--- config.mk ---
export PLATFORM = sky130hd
export DESIGN_NAME = cmd_write_decoder
export DESIGN_NICKNAME = d
export VERILOG_FILES = /design/src/rtl/cmdw_pkg.sv /design/src/rtl/cmdw_decode.sv /design/src/rtl/cmdw_sequencer.sv /design/src/rtl/cmdw_outreg.sv /design/src/rtl/cmd_write_decoder.sv
export SDC_FILE = /design/constraint.sdc
export NUM_CORES = 1
export LEC_CHECK = 0
export BUFFER_PORTS_ARGS = -buffer_cell sky130_fd_sc_hd__buf_4
export CAP_MARGIN = 20
export CORE_MARGIN = 2
export CORE_UTILIZATION = 52
export CTS_BUF_LIST = sky130_fd_sc_hd__clkbuf_2
export DETAILED_ROUTE_END_ITERATION = 8
export MAX_ROUTING_LAYER = met4
export PLACE_DENSITY = 0.87
export SLEW_MARGIN = 20
export SYNTH_ARGS = -nofsm -noshare
export SYNTH_HDL_FRONTEND = slang
export SYNTH_SLANG_ARGS = --single-unit
export TNS_END_PERCENT = 100
--- constraint.sdc ---
create_clock -name clk -period 2.64 [get_ports clk]
set_input_delay 0.264 -clock clk [delete_from_list [all_inputs] [get_ports clk]]
set_output_delay 0.264 -clock clk [all_outputs]
set_load 0.1 [all_outputs]
--- src/rtl/cmdw_pkg.sv ---
package cmdw_pkg;
  localparam int WORD_W = 32;
  localparam int OFF_W  = 12;
  localparam int CLS_W  = 10;
  localparam int CNT_W  = 16;
  localparam int MASK_W = 16;
  localparam int IDX_W  = $clog2(MASK_W);
  localparam int GCNT_W = 14;
  localparam int ADDR_W = 32;
  localparam int JSH    = 4;
  localparam int SCM_W  = 6;

  localparam logic [3:0] OP_SETCLASS = 4'd0;
  localparam logic [3:0] OP_INCR     = 4'd1;
  localparam logic [3:0] OP_NONINCR  = 4'd2;
  localparam logic [3:0] OP_MASK     = 4'd3;
  localparam logic [3:0] OP_IMM      = 4'd4;
  localparam logic [3:0] OP_RESTART  = 4'd5;
  localparam logic [3:0] OP_GATHER   = 4'd6;

  typedef enum logic [1:0] {ST_HDR, ST_RUN, ST_SPARSE} st_e;

  typedef struct packed {
    logic [3:0]              op;
    logic [OFF_W-1:0]        off;
    logic [CLS_W-1:0]        cls;
    logic [SCM_W-1:0]        cmask;
    logic [CNT_W-1:0]        low16;
    logic [ADDR_W-JSH-1:0]   addr_hi;
    logic                    g_has_off;
    logic                    g_incr;
    logic [GCNT_W-1:0]       gcnt;
  } hdr_t;

  // index of the lowest set bit (0 when none set)
  function automatic logic [IDX_W-1:0] low_bit(input logic [MASK_W-1:0] m);
    logic [IDX_W-1:0] r;
    r = '0;
    for (int i = MASK_W - 1; i >= 0; i--) if (m[i]) r = IDX_W'(i);
    return r;
  endfunction

  function automatic logic [MASK_W-1:0] clear_low(input logic [MASK_W-1:0] m);
    return m & (m - MASK_W'(1));
  endfunction

  function automatic logic [OFF_W-1:0] off_add(input logic [OFF_W-1:0] base,
                                                input logic [IDX_W-1:0] idx);
    return base + OFF_W'(idx);
  endfunction
endpackage

--- src/rtl/cmdw_decode.sv ---
module cmdw_decode
  import cmdw_pkg::*;
(
  input  logic [WORD_W-1:0] word,
  output hdr_t              hdr
);
  always_comb begin
    hdr.op        = word[31:28];
    hdr.off       = word[27:16];
    hdr.cls       = word[15:6];
    hdr.cmask     = word[5:0];
    hdr.low16     = word[15:0];
    hdr.addr_hi   = word[ADDR_W-JSH-1:0];
    hdr.g_has_off = word[15];
    hdr.g_incr    = word[14];
    hdr.gcnt      = word[GCNT_W-1:0];
  end
endmodule

--- src/rtl/cmdw_sequencer.sv ---
module cmdw_sequencer
  import cmdw_pkg::*;
(
  input  logic              clk,
  input  logic              rst_n,
  input  logic              accept,
  input  logic [WORD_W-1:0] word,
  input  hdr_t              hdr,
  output logic              gen_write,
  output logic [OFF_W-1:0]  gen_off,
  output logic [WORD_W-1:0] gen_data,
  output logic              load_class,
  output logic              jump_fire,
  output logic              fetch_fire,
  output logic              bad_op
);
  st_e               st_q, st_d;
  logic [CNT_W-1:0]  cnt_q, cnt_d;
  logic [OFF_W-1:0]  off_q, off_d;
  logic [MASK_W-1:0] mask_q, mask_d;
  logic              step_q, step_d;
  logic [MASK_W-1:0] mask_rest;

  assign mask_rest = clear_low(mask_q);

  always_comb begin
    st_d = st_q; cnt_d = cnt_q; off_d = off_q; mask_d = mask_q; step_d = step_q;
    gen_write = 1'b0; gen_off = '0; gen_data = '0;
    load_class = 1'b0; jump_fire = 1'b0; fetch_fire = 1'b0; bad_op = 1'b0;
    if (accept) begin
      case (st_q)
        ST_HDR: begin
          case (hdr.op)
            OP_SETCLASS: begin
              load_class = 1'b1;
              mask_d = MASK_W'(hdr.cmask);
              off_d  = hdr.off;
              if (hdr.cmask != '0) st_d = ST_SPARSE;
            end
            OP_INCR, OP_NONINCR: begin
              cnt_d  = hdr.low16;
              off_d  = hdr.off;
              step_d = (hdr.op == OP_INCR);
              if (hdr.low16 != '0) st_d = ST_RUN;
            end
            OP_MASK: begin
              mask_d = hdr.low16;
              off_d  = hdr.off;
              if (hdr.low16 != '0) st_d = ST_SPARSE;
            end
            OP_IMM: begin
              gen_write = 1'b1;
              gen_off   = hdr.off;
              gen_data  = WORD_W'(hdr.low16);
            end
            OP_RESTART: jump_fire  = 1'b1;
            OP_GATHER:  fetch_fire = 1'b1;
            default:    bad_op     = 1'b1;
          endcase
        end
        ST_RUN: begin
          gen_write = 1'b1;
          gen_off   = off_q;
          gen_data  = word;
          cnt_d     = cnt_q - CNT_W'(1);
          if (step_q) off_d = off_q + OFF_W'(1);
          if (cnt_q == CNT_W'(1)) st_d = ST_HDR;
        end
        ST_SPARSE: begin
          gen_write = 1'b1;
          gen_off   = off_add(off_q, low_bit(mask_q));
          gen_data  = word;
          mask_d    = mask_rest;
          if (mask_rest == '0) st_d = ST_HDR;
        end
        default: st_d = ST_HDR;
      endcase
    end
  end

  always_ff @(posedge clk) begin
    if (!rst_n) begin
      st_q <= ST_HDR; cnt_q <= '0; off_q <= '0; mask_q <= '0; step_q <= 1'b0;
    end else begin
      st_q <= st_d; cnt_q <= cnt_d; off_q <= off_d; mask_q <= mask_d; step_q <= step_d;
    end
  end

  assert_run_count_R3: assert property (@(posedge clk) disable iff (!rst_n)
    (accept && st_q == ST_RUN) |=> (cnt_q == $past(cnt_q) - CNT_W'(1)));
  assert_fixed_off_R4: assert property (@(posedge clk) disable iff (!rst_n)
    (accept && st_q == ST_RUN && !step_q) |=> (off_q == $past(off_q)));
  assert_mask_shrink_R5: assert property (@(posedge clk) disable iff (!rst_n)
    (accept && st_q == ST_SPARSE) |=> ($countones(mask_q) == $countones($past(mask_q)) - 1));
  assert_idle_hold_R11: assert property (@(posedge clk) disable iff (!rst_n)
    !accept |=> ($stable(st_q) && $stable(cnt_q) && $stable(mask_q) && $stable(off_q)));
endmodule

--- src/rtl/cmdw_outreg.sv ---
module cmdw_outreg
  import cmdw_pkg::*;
(
  input  logic              clk,
  input  logic              rst_n,
  input  logic              load,
  input  logic [CLS_W-1:0]  in_cls,
  input  logic [OFF_W-1:0]  in_off,
  input  logic [WORD_W-1:0] in_data,
  input  logic              out_ready,
  output logic              slot_free,
  output logic              out_valid,
  output logic [CLS_W-1:0]  out_cls,
  output logic [OFF_W-1:0]  out_off,
  output logic [WORD_W-1:0] out_data
);
  assign slot_free = !out_valid || out_ready;

  always_ff @(posedge clk) begin
    if (!rst_n) begin
      out_valid <= 1'b0; out_cls <= '0; out_off <= '0; out_data <= '0;
    end else if (load) begin
      out_valid <= 1'b1; out_cls <= in_cls; out_off <= in_off; out_data <= in_data;
    end else if (out_ready) begin
      out_valid <= 1'b0;
    end
  end

  assert_hold_R11: assert property (@(posedge clk) disable iff (!rst_n)
    (out_valid && !out_ready) |=> (out_valid && $stable(out_data) && $stable(out_off) && $stable(out_cls)));
  assert_no_clobber_R11: assert property (@(posedge clk) disable iff (!rst_n)
    load |-> slot_free);
endmodule

--- src/rtl/cmd_write_decoder.sv ---
module cmd_write_decoder
  import cmdw_pkg::*;
(
  input  logic              clk,
  input  logic              rst_n,
  input  logic              cmd_valid,
  output logic              cmd_ready,
  input  logic [WORD_W-1:0] cmd_word,
  output logic              wr_valid,
  input  logic              wr_ready,
  output logic [CLS_W-1:0]  wr_class,
  output logic [OFF_W-1:0]  wr_offset,
  output logic [WORD_W-1:0] wr_data,
  output logic              jump_valid,
  output logic [ADDR_W-1:0] jump_addr,
  output logic              fetch_valid,
  output logic [GCNT_W-1:0] fetch_count,
  output logic [OFF_W-1:0]  fetch_offset,
  output logic              fetch_has_offset,
  output logic              fetch_incr,
  output logic              bad_opcode
);
  hdr_t              hdr;
  logic              accept, slot_free;
  logic              gen_write, load_class, jump_fire, fetch_fire, bad_op;
  logic [OFF_W-1:0]  gen_off;
  logic [WORD_W-1:0] gen_data;
  logic [CLS_W-1:0]  class_q;

  assign cmd_ready = slot_free;
  assign accept    = cmd_valid && cmd_ready;

  cmdw_decode u_dec (.word(cmd_word), .hdr(hdr));

  cmdw_sequencer u_seq (
    .clk(clk), .rst_n(rst_n), .accept(accept), .word(cmd_word), .hdr(hdr),
    .gen_write(gen_write), .gen_off(gen_off), .gen_data(gen_data),
    .load_class(load_class), .jump_fire(jump_fire), .fetch_fire(fetch_fire),
    .bad_op(bad_op));

  cmdw_outreg u_out (
    .clk(clk), .rst_n(rst_n), .load(gen_write), .in_cls(class_q), .in_off(gen_off),
    .in_data(gen_data), .out_ready(wr_ready), .slot_free(slot_free),
    .out_valid(wr_valid), .out_cls(wr_class), .out_off(wr_offset), .out_data(wr_data));

  always_ff @(posedge clk) begin
    if (!rst_n) begin
      class_q <= '0; jump_valid <= 1'b0; jump_addr <= '0;
      fetch_valid <= 1'b0; fetch_count <= '0; fetch_offset <= '0;
      fetch_has_offset <= 1'b0; fetch_incr <= 1'b0; bad_opcode <= 1'b0;
    end else begin
      if (load_class) class_q <= hdr.cls;
      jump_valid  <= jump_fire;
      fetch_valid <= fetch_fire;
      if (jump_fire) jump_addr <= {hdr.addr_hi, {JSH{1'b0}}};
      if (fetch_fire) begin
        fetch_count      <= hdr.gcnt;
        fetch_has_offset <= hdr.g_has_off;
        fetch_incr       <= hdr.g_incr;
        fetch_offset     <= hdr.g_has_off ? hdr.off : '0;
      end
      if (bad_op) bad_opcode <= 1'b1;
    end
  end

  assert_one_pulse_R8: assert property (@(posedge clk) disable iff (!rst_n)
    $onehot0({jump_valid, fetch_valid}));
  assert_err_sticky_R10: assert property (@(posedge clk) disable iff (!rst_n)
    bad_opcode |=> bad_opcode);
  assert_jump_align_R7: assert property (@(posedge clk) disable iff (!rst_n)
    jump_valid |-> (jump_addr[JSH-1:0] == '0));
  assert_stall_R11: assert property (@(posedge clk) disable iff (!rst_n)
    (wr_valid && !wr_ready) |-> !accept);
endmodule

# ---- After elaboration in Yosys (flattened, before gate mapping)
# Cells that the tools add are included.
dict set report classes {
  addsub 4
  multipliers 0
  n_div 0
  order_cmp 0
  n_eq_ne 19
  n_shift 0
  n_mux 56
  bitwise 1
  n_reduce_logical 20
}
# cell n
set ops {}
lappend ops {{$pmux W16 S2} 3}
lappend ops {{$mux W4} 18}
lappend ops {{$pmux W32 S2} 1}
lappend ops {{$mux W12} 5}
lappend ops {{$pmux W12 S3} 1}
lappend ops {{$mux W16} 2}
lappend ops {{$mux W32} 1}
lappend ops {{$sub A16 B1 Y16 const B} 2}
lappend ops {{$pmux W12 S2} 1}
lappend ops {{$and A16 B16 Y16} 1}
lappend ops {{$eq A16 B1 Y1 const B} 1}
lappend ops {{$logic_not A16 Y1} 1}
lappend ops {{$mux W1} 16}
lappend ops {{$reduce_bool A16 Y1} 1}
lappend ops {{$add A12 B1 Y12 const B} 1}
lappend ops {{$add A12 B4 Y12} 1}
lappend ops {{$eq A4 B3 Y1 const B} 3}
lappend ops {{$pmux W2 S3} 2}
lappend ops {{$mux W2} 5}
lappend ops {{$ne A3 B2 Y1 const B} 3}
lappend ops {{$reduce_and A3 Y1} 3}
lappend ops {{$eq A4 B2 Y1 const B} 2}
lappend ops {{$reduce_and A7 Y1} 1}
lappend ops {{$reduce_or A7 Y1} 1}
lappend ops {{18 further kinds} 24}
dict set report totals {
  ff_bits 171
  latch_bits 0
  ram_bits 0
  romBits 0
  word_cells 118
  n_memories 0
}

# ---- Logic depth before layout (Yosys ltp)
# Gate-level depths: netlist (run 1).
dict set report depth {
  word_depth 21
  mapped_depth 14
  mapped_depth_nobuf 14
}

# ---- By module
# A second synthesis (run 1) with hierarchy kept.
dict set report unflattened {
  cells_unflattened 1069
  area_unflattened_um2 9449.1
}
# module instances cells_each area_each_um2
set by_module_without_submodules {}
lappend by_module_without_submodules {cmdw_sequencer 1 558 3968.8}
lappend by_module_without_submodules {cmd_write_decoder 1 241 2657.5}
lappend by_module_without_submodules {cmdw_outreg 1 178 2132.0}
lappend by_module_without_submodules {cmdw_decode 1 92 690.7}

# ---- Least setup slack after synthesis (run 1)
# OpenSTA, ideal clock, no wires.
dict set report synth_timing {
  path_type {register -> register}
  startpoint {reg u_out.out_valid}
  endpoint {reg u_seq.cnt_q[2]}
  setup_ps 128
  arrival_time_ps 3273
  required_ps 2512
  setup_slack_ps -760
  path_stages_with_launch 9
  path_buffers 3
  synth_period_minus_slack_ps 3400
  path_cell_list {dfxtp_1 nand2b_1 and2_1 buf_2 o21ai_1 clkbuf_1 buf_1 o21a_1 nor2_1}
}
dict set report synth_via {
  elab_chain_cells 4
}
# item line_no
set synth_rtl {}
lappend synth_rtl {{start: declaration} cmdw_outreg.sv:12} ;# output logic out_valid,
lappend synth_rtl {{start signal: assignment} cmdw_outreg.sv:21} ;# out_valid <= 1'b0; out_cls <= '0; out_off <= '0; out_data <= '0;
lappend synth_rtl {{start signal: assignment} cmdw_outreg.sv:23} ;# out_valid <= 1'b1; out_cls <= in_cls; out_off <= in_off; out_data <= in_data;
lappend synth_rtl {{start signal: assignment} cmdw_outreg.sv:25} ;# out_valid <= 1'b0;
lappend synth_rtl {{$logic_not A1 Y1} cmdw_outreg.sv:17} ;# assign slot_free = !out_valid || out_ready;
lappend synth_rtl {{$logic_or A1 B1 Y1} cmdw_outreg.sv:17}
lappend synth_rtl {{net cmd_ready} cmd_write_decoder.sv:7} ;# output logic cmd_ready,
lappend synth_rtl {{$logic_and A1 B1 Y1} cmd_write_decoder.sv:31} ;# assign accept = cmd_valid && cmd_ready;
lappend synth_rtl {{$reduce_and A3 Y1 (no line)} --}
lappend synth_rtl {{end signal: assignment} cmdw_sequencer.sv:83} ;# st_q <= ST_HDR; cnt_q <= '0; off_q <= '0; mask_q <= '0; step_q <= 1'b0;
lappend synth_rtl {{end signal: assignment} cmdw_sequencer.sv:85} ;# st_q <= st_d; cnt_q <= cnt_d; off_q <= off_d; mask_q <= mask_d; step_q <= step_d;
lappend synth_rtl {{end: declaration} cmdw_sequencer.sv:18} ;# logic [CNT_W-1:0] cnt_q, cnt_d;
# The timed path passes the listed nets, and every way through them passes these cells.
# A chain may end at the register's enable or synchronous reset.

# ---- Worst setup path in the final report (run 1)
dict set report layout_timing {
  startpoint {reg u_seq.mask_q[15]}
  endpoint {reg u_out.out_off[10]}
}
dict set report layout_via {
  elab_chain_cells 21
}
# item line_no
set layout_rtl {}
lappend layout_rtl {{start: declaration} cmdw_sequencer.sv:20} ;# logic [MASK_W-1:0] mask_q, mask_d;
lappend layout_rtl {{start signal: assignment} cmdw_sequencer.sv:83}
lappend layout_rtl {{start signal: assignment} cmdw_sequencer.sv:85}
lappend layout_rtl {{$mux W4 (16 in a row)} cmdw_pkg.sv:39} ;# for (int i = MASK_W - 1; i >= 0; i--) if (m[i]) r = IDX_W'(i);
lappend layout_rtl {{$mux W4} cmdw_sequencer.sv:31} ;# case (st_q)
lappend layout_rtl {{$mux W4} cmdw_sequencer.sv:30} ;# if (accept) begin
lappend layout_rtl {{$add A12 B4 Y12} cmdw_pkg.sv:49} ;# return base + OFF_W'(idx);
lappend layout_rtl {{$pmux W12 S3} cmdw_sequencer.sv:31}
lappend layout_rtl {{$mux W12} cmdw_sequencer.sv:30}
lappend layout_rtl {{end signal: assignment} cmdw_outreg.sv:21}
lappend layout_rtl {{end signal: assignment} cmdw_outreg.sv:23}
lappend layout_rtl {{end: declaration} cmdw_outreg.sv:14} ;# output logic [OFF_W-1:0] out_off,
# No other way between the ends. The select of a mux whose other input is x is not followed.

==> results of run 1 <==
## area by class of cell
cell class,instances,area [um2]
tap,184,230
timing repair buffer,233,1870
clock buffer,17,85.1
clock inverter,15,231
fill,1182,4540
multi-input combinational,734,4180
sequential,171,3430
inverter,18,70.1
## state kept, by name, indices dropped and copies added (netlist names), 2 cells and up
signal	flops
u_seq.mask_q	16
fetch_count	14
u_out.out_cls	10
u_out.out_off	12
u_seq.cnt_q	16
fetch_offset	12
class_q	10
u_seq.off_q	12
jump_addr	28
u_out.out_data	32
u_seq.st_q	2
## worst paths after layout
path                     from                end  slack [ns]
min                 cmd_valid     u_seq.off_q[1]        0.09
min reg2reg        class_q[1]   u_out.out_cls[1]        0.46
max          u_seq.mask_q[15]  u_out.out_off[10]       -0.12
max reg2reg  u_seq.mask_q[15]  u_out.out_off[10]       -0.12
## worst register-to-register path: cells and delay by family (launching register included)
family	cells	cell delay, ns
adders and majority gates	2	0.52
and+or+nand+nor	2	0.21
AOI/OAI and AO/OA	10	1.64
DFF	1	0.37
## cell families after synthesis
logic type	after synthesis	share of synthesized area, %
AND/OR/NAND/NOR	388	21.9
AO/OA/AOI/OAI	312	25.4
flip-flops	171	43.5
buffers and inverters	97	4.86
multiplexers	14	1.80
adder cells (fa/ha/maj)	13	2.13
XOR/XNOR	3	0.334
other	1	0.0476
## what timing repair did
action                                  in CTS  in global routing
hold buffers                                34                  0
pin swaps                                    3                 18
endpoints found under the hold margin      156                  0
setup buffers                                0                  4
gates resized for setup                      3                 22
endpoints found under the setup margin       9                  9
## metrics by stage
step	utilization (%)	power (mW)	setup TNS [ns]	instance area, um2	hold WS (ns)
after floorplan	-	4.92	0	7890	0.400
after global placement	63.7	5.55	-0.417	9330	0.439
after detailed placement	63.7	5.59	-0.584	9330	0.445
after CTS	68.2	7.30	-0.207	9990	0.0577
after global routing	69.0	7.64	-1.21	10100	0.0794
final	69.0	7.35	-0.241	10100	0.0889
## power by group through the flow
| stage | Clock, mW | Combinational, mW | Sequential, mW |
|---|---|---|---|
| CTS | 1.71 | 2.64 | 2.95 |
| finish | 1.71 | 2.68 | 2.96 |
| floorplan | 0 | 1.05 | 3.87 |
| global placement | 0 | 2.55 | 2.99 |
| detailed placement | 0 | 2.59 | 3.00 |
| global route | 1.82 | 2.83 | 2.99 |
## layer usage
| metal | wire length [um] | vias to the layer above | share of wire, % | global-route usage (%) |
|---|---|---|---|---|
| met5 | 0 | - | 0 | - |
| met4 | 932 | 0 | 3.6 | 12.3 |
| met3 | 2500 | 74 | 9.7 | 6.99 |
| met2 | 12100 | 468 | 47 | 50.4 |
| met1 | 10200 | 3848 | 40 | 40.3 |
| li1 | - | 3876 | - | - |
## synth_stat cells, types with 4 or more instances
| cell type | n |
|---|---|
| o21a_1 | 8 |
| or3_1 | 5 |
| o21ai_0 | 33 |
| buf_4 | 4 |
| a21boi_0 | 5 |
| nand2b_1 | 4 |
| o21ba_2 | 5 |
| o221a_2 | 8 |
| buf_1 | 6 |
| dfxtp_1 | 171 |
| a31oi_1 | 12 |
| a2bb2oi_1 | 4 |
| nor4_1 | 12 |
| a21o_1 | 12 |
| nand2_1 | 190 |
| o31a_1 | 4 |
| nand3_1 | 24 |
| a22oi_1 | 24 |
| o22ai_1 | 7 |
| nor3_1 | 14 |
| inv_1 | 17 |
| nor2b_1 | 6 |
| a41oi_1 | 7 |
| a211oi_1 | 11 |
| and3_1 | 4 |
| mux2i_1 | 13 |
| ha_1 | 11 |
| nor2_1 | 98 |
| o21ai_1 | 4 |
| and2_1 | 8 |
| clkbuf_1 | 66 |
| o2111ai_1 | 4 |
| nand4_1 | 7 |
| a222oi_1 | 4 |
| a21oi_1 | 139 |
==> flow_summary.json, run 1 <==
{
  "p_int_mw": 4.18,
  "wire_per_inst_um": 18.7,
  "slew_viol_final": 0,
  "period_needed_ns": 2.76,
  "seq_power_share_pct": 40.3,
  "nets": 1223,
  "post_layout_nonfiller_instances": 1372,
  "pwr-share-clk_pct": 23.2,
  "synth_cells": 999,
  "min_period_over_period_pct": 105,
  "vias": 8266,
  "grt_max_degree": 104,
  "die_w_um": 127,
  "synth_top_area_cell": "dfxtp_1",
  "synthFlopType": "dfxtp_1",
  "seq_area_frac_synth_pct": 43.5,
  "io_buffers": 150,
  "startpoint_type": "flip-flop",
  "cp.required_ns": 3.34,
  "clk_latency_ns": 0.77,
  "cts_root_buf": "clkbuf_2",
  "grt_antenna_before_repair": 0,
  "syn_area_per_cell_um2": 7.88,
  "dieArea_mm2": 0.0161,
  "n_antenna_cell": 0,
  "rows": 44,
  "layout_commonest_cell": "buf_4",
  "path_max_fanout": 5,
  "fin_ws_ns": -0.125,
  "dp_cells": 1302,
  "crit_arrival_ns": 3.46,
  "min_path_type": "input pin to flip-flop",
  "crit_path_end_kind": "flip-flop",
  "grt_pass1_wl_um": 39900,
  "comb_power_share_pct": 36.5,
  "h-tree-depth": 4,
  "clkTransAtPathRegs_ns": 0.27,
  "maxClockFrequency_mhz": 362,
  "ios": 155,
  "ys_ff_latch": 171,
  "cp.buffers_inverters": 0,
  "worst_pin_slew_ns": 0.848,
  "violations": "negative setup slack",
  "post-synth-top-area-fraction_pct": 43.5,
  "critical_path.top_delay_family": "compound AO/OA/AOI/OAI gates",
  "synth_area_leaders": "dfxtp_1 (43%), nand2_1 (9.1%), a21oi_1 (8.8%)",
  "maxSlewHeadroom_pct": 43.0,
  "via_per_inst": 6.02,
  "final_cell_mix": "buf_4 (193), nand2_1 (190), dfxtp_1 (166), a21oi_1 (137), nor2_1 (97)",
  "dr.pass1.iters": 9,
  "ant_nets": 0,
  "place_ws_ns": -0.176,
  "swShare_pct": 43.1,
  "cts_tree": "yes",
  "cts_buffer_depth": 2,
  "maxCapViolations": 0,
  "powerDensity_mw_per_mm2": 728,
  "syn2layout_area_growth_pct": 28.3,
  "drive_gt1_share_pct": 23.6,
  "slowest_stage": "dfxtp_2",
  "dieHeight_um": 127,
  "rsz0062_at_grt": "true",
  "dp_hpwl_um": 17200,
  "worstPathCellList": "nor2b_1 > o21bai_1 > a21oi_1 > o21ai_1 > a21oi_1 > o31a_1 > ha_2 > fa_2 > a21o_1 > a21o_1 > nand3_1 > a21oi_1 > a21o_1 > a311oi_2",
  "cts_num_sinks": 171,
  "yosysWarnings": 0,
  "p_sw_mw": 3.17,
  "cp.depth": 14,
  "synthDistinctLibCells": 70,
  "tritoncts.num_buffers": 17,
  "netlist_area_mm2": 0.00787,
  "grtUsageTotal_pct": 32.0,
  "finalHoldViolations": 0,
  "wirelength_um": 25700,
  "ir_worst_vdd_v": 0.000691,
  "first_global_vias": 7632,
  "routabilityCongestion": 0.943,
  "async_reset_ff_share_pct": 0,
  "setup_viol": 4,
  "drt_iter0_markers": 964,
  "path_class": "flip-flop to flip-flop",
  "fp.coreArea_mm2": 0.0146,
  "slowest_delay_ns": 0.37,
  "initial_utilization_pct": 53.8,
  "synth_edf_count": 0,
  "outcome": "complete, but fails checks",
  "holdPathStages": 6,
  "fin_skew_ns": 0.0429,
  "overflow": 0,
  "reg2reg_depth": 14,
  "drc": 0,
  "power_leakage_nw": 3.98
}
(Power assumes the default switching activity.)
==> run 2: changes to the inputs <==
CORE_UTILIZATION = 57   (was 52)
PLACE_DENSITY = 0.9   (was 0.87)
clock period = 3.1 ns   (was 2.64 ns; I/O delays follow)
==> flow_summary.json, run 2 (synthesis results as in run 1) <==
{
  "place_ws_ns": 0.170,
  "tns_ns": 0,
  "maxClockFrequency_mhz": 348,
  "crit_path_end_kind": "flip-flop",
  "rsz0062_at_grt": "false",
  "io_buffers": 150,
  "grt_pass1_wl_um": 39000,
  "wire_per_inst_um": 18.7,
  "critical_path.top_delay_family": "compound AO/OA/AOI/OAI gates",
  "pwr-share-clk_pct": 21.1,
  "fin_skew_ns": 0.0308,
  "post_layout_nonfiller_instances": 1335,
  "slowest_stage": "dfxtp_4",
  "wirelength_um": 25000,
  "maxCapViolations": 0,
  "via_per_inst": 6.11,
  "die_w_um": 122,
  "fp.coreArea_mm2": 0.0133,
  "worstPathCellList": "nor2b_1 > o21bai_1 > a21oi_1 > o21ai_1 > a21oi_1 > o31a_1 > ha_1 > fa_2 > a21o_1 > a21o_1 > nand3_1 > a21oi_1 > a21o_1 > a311oi_1",
  "power_leakage_nw": 3.79,
  "dieHeight_um": 122,
  "largest-register": "u_out.out_data",
  "drt_iter0_markers": 870,
  "dr.pass1.iters": 6,
  "swShare_pct": 43.5,
  "comb_power_share_pct": 37.1,
  "cts_root_buf": "clkbuf_2",
  "p_int_mw": 3.41,
  "initial_utilization_pct": 59.0,
  "largest_reg_flops": 32,
  "slew_viol_final": 0,
  "cts_tree": "yes",
  "slowest_delay_ns": 0.42,
  "vias": 8153,
  "path_max_fanout": 6,
  "seq_power_share_pct": 41.8,
  "overflow": 0,
  "final_cell_mix": "nand2_1 (190), dfxtp_1 (168), buf_4 (167), a21oi_1 (139), nor2_1 (98)",
  "whs_ns": 0.128,
  "n_antenna_cell": 0,
  "worst_pin_slew_ns": 0.785,
  "drive_gt1_share_pct": 20.2,
  "first_global_vias": 7509,
  "cp.buffers_inverters": 0,
  "ant_nets": 0,
  "grtUsageTotal_pct": 34.9,
  "top_regs": "u_out.out_data (32), jump_addr (28)",
  "ir_worst_vdd_v": 0.000683,
  "layout_commonest_cell": "nand2_1",
  "syn2layout_area_growth_pct": 23.7,
  "startpoint_type": "flip-flop",
  "clkTransAtPathRegs_ns": 0.25,
  "drc": 0,
  "nets": 1194,
  "min_path_type": "input pin to flip-flop",
  "cp.required_ns": 3.82,
  "dp_cells": 1268,
  "path_class": "flip-flop to flip-flop",
  "outcome": "complete, no violations",
  "h-tree-depth": 4,
  "power_mw": 6.03,
  "fin_ws_ns": 0.230,
  "tritoncts.num_buffers": 17,
  "routabilityCongestion": 0.987,
  "maxSlewHeadroom_pct": 47.2,
  "finalHoldViolations": 0,
  "dp_hpwl_um": 16200,
  "powerDensity_mw_per_mm2": 620,
  "clk_latency_ns": 0.78,
  "setup_viol": 0,
  "crit_arrival_ns": 3.59,
  "period_needed_ns": 2.87,
  "rows": 42,
  "ios": 155,
  "min_period_over_period_pct": 92.6,
  "grt_max_degree": 95,
  "p_sw_mw": 2.62,
  "cts_num_sinks": 171,
  "dieArea_mm2": 0.0148,
  "grt_antenna_before_repair": 0,
  "cts_buffer_depth": 2
}
[run 2: cell count changes in the layout (fill, tap and decap cells not counted), sizes merged]
cell and delta:
buf -30, bufinv -1, clkinv +6, clkinvlp -1
dlygate4sd3 +1, inv -4
[run 2: worst register-to-register path, stage by stage (launching register included)]
cell,delay (ns)
dfxtp_4,0.42
nor2b_1,0.13
o21bai_1,0.12
a21oi_1,0.09
o21ai_1,0.13
a21oi_1,0.08
o31a_1,0.26
ha_1,0.21
fa_2,0.35
a21o_1,0.18
a21o_1,0.22
nand3_1,0.09
a21oi_1,0.07
a21o_1,0.22
a311oi_1,0.25
[run 2: worst paths after layout]
path	from	to	slack, ns	cells after the start
setup / recovery	u_seq.mask_q[15]	u_out.out_off[10]	0.23	14
hold / removal	cmd_valid	u_seq.off_q[10]	0.13	6
setup reg to reg	u_seq.mask_q[15]	u_out.out_off[10]	0.23	14
hold reg to reg	u_out.out_data[13]	u_out.out_data[13]	0.47	2
[run 2: repair_timing]
| action | CTS | global route |
|---|---|---|
| endpoints found under the hold margin | 153 | 0 |
| setup endpoints to repair | 0 | 3 |
| resized for setup | 0 | 6 |
| hold buffers | 35 | 0 |
| setup buffers | 0 | 0 |
[run 2: per-stage QoR]
step,area [um2],util [%]
3_3_place_gp,9120,68.3
4_1_cts,9730,72.9
3_5_place_dp,9120,68.3
6_report,9740,72.9
5_1_grt,9740,72.9
2_1_floorplan,7890,-
[run 2: layout make-up]
type                    count  area [um2]
clock buffers              17        85.1
clock inverters            15         173
fillers                  1035        3610
inverters                  18        70.1
multi-input cells         734        4110
flip-flops and latches    171        3430
well taps                 176         220
repair buffers            204        1640
[run 2: per-layer routing]
metal | global-route usage (%) | wire (um) | vias to the layer above | share of wire [%]
met2 | 57.2 | 12200 | 424 | 49
met3 | 7.75 | 2370 | 62 | 9.5
li1 | - | - | 3824 | -
met1 | 41.6 | 9690 | 3843 | 39
met4 | 14.4 | 751 | 0 | 3.0
met5 | - | 0 | - | 0
[run 2: power by group through the flow]
stage	combinational, mW	sequential (mW)	clock, mW
finish	2.23	2.52	1.27
detailed placement	2.17	2.56	0
floorplan	0.891	3.30	0
global placement	2.12	2.55	0
CTS	2.21	2.52	1.28
global route	2.36	2.54	1.37
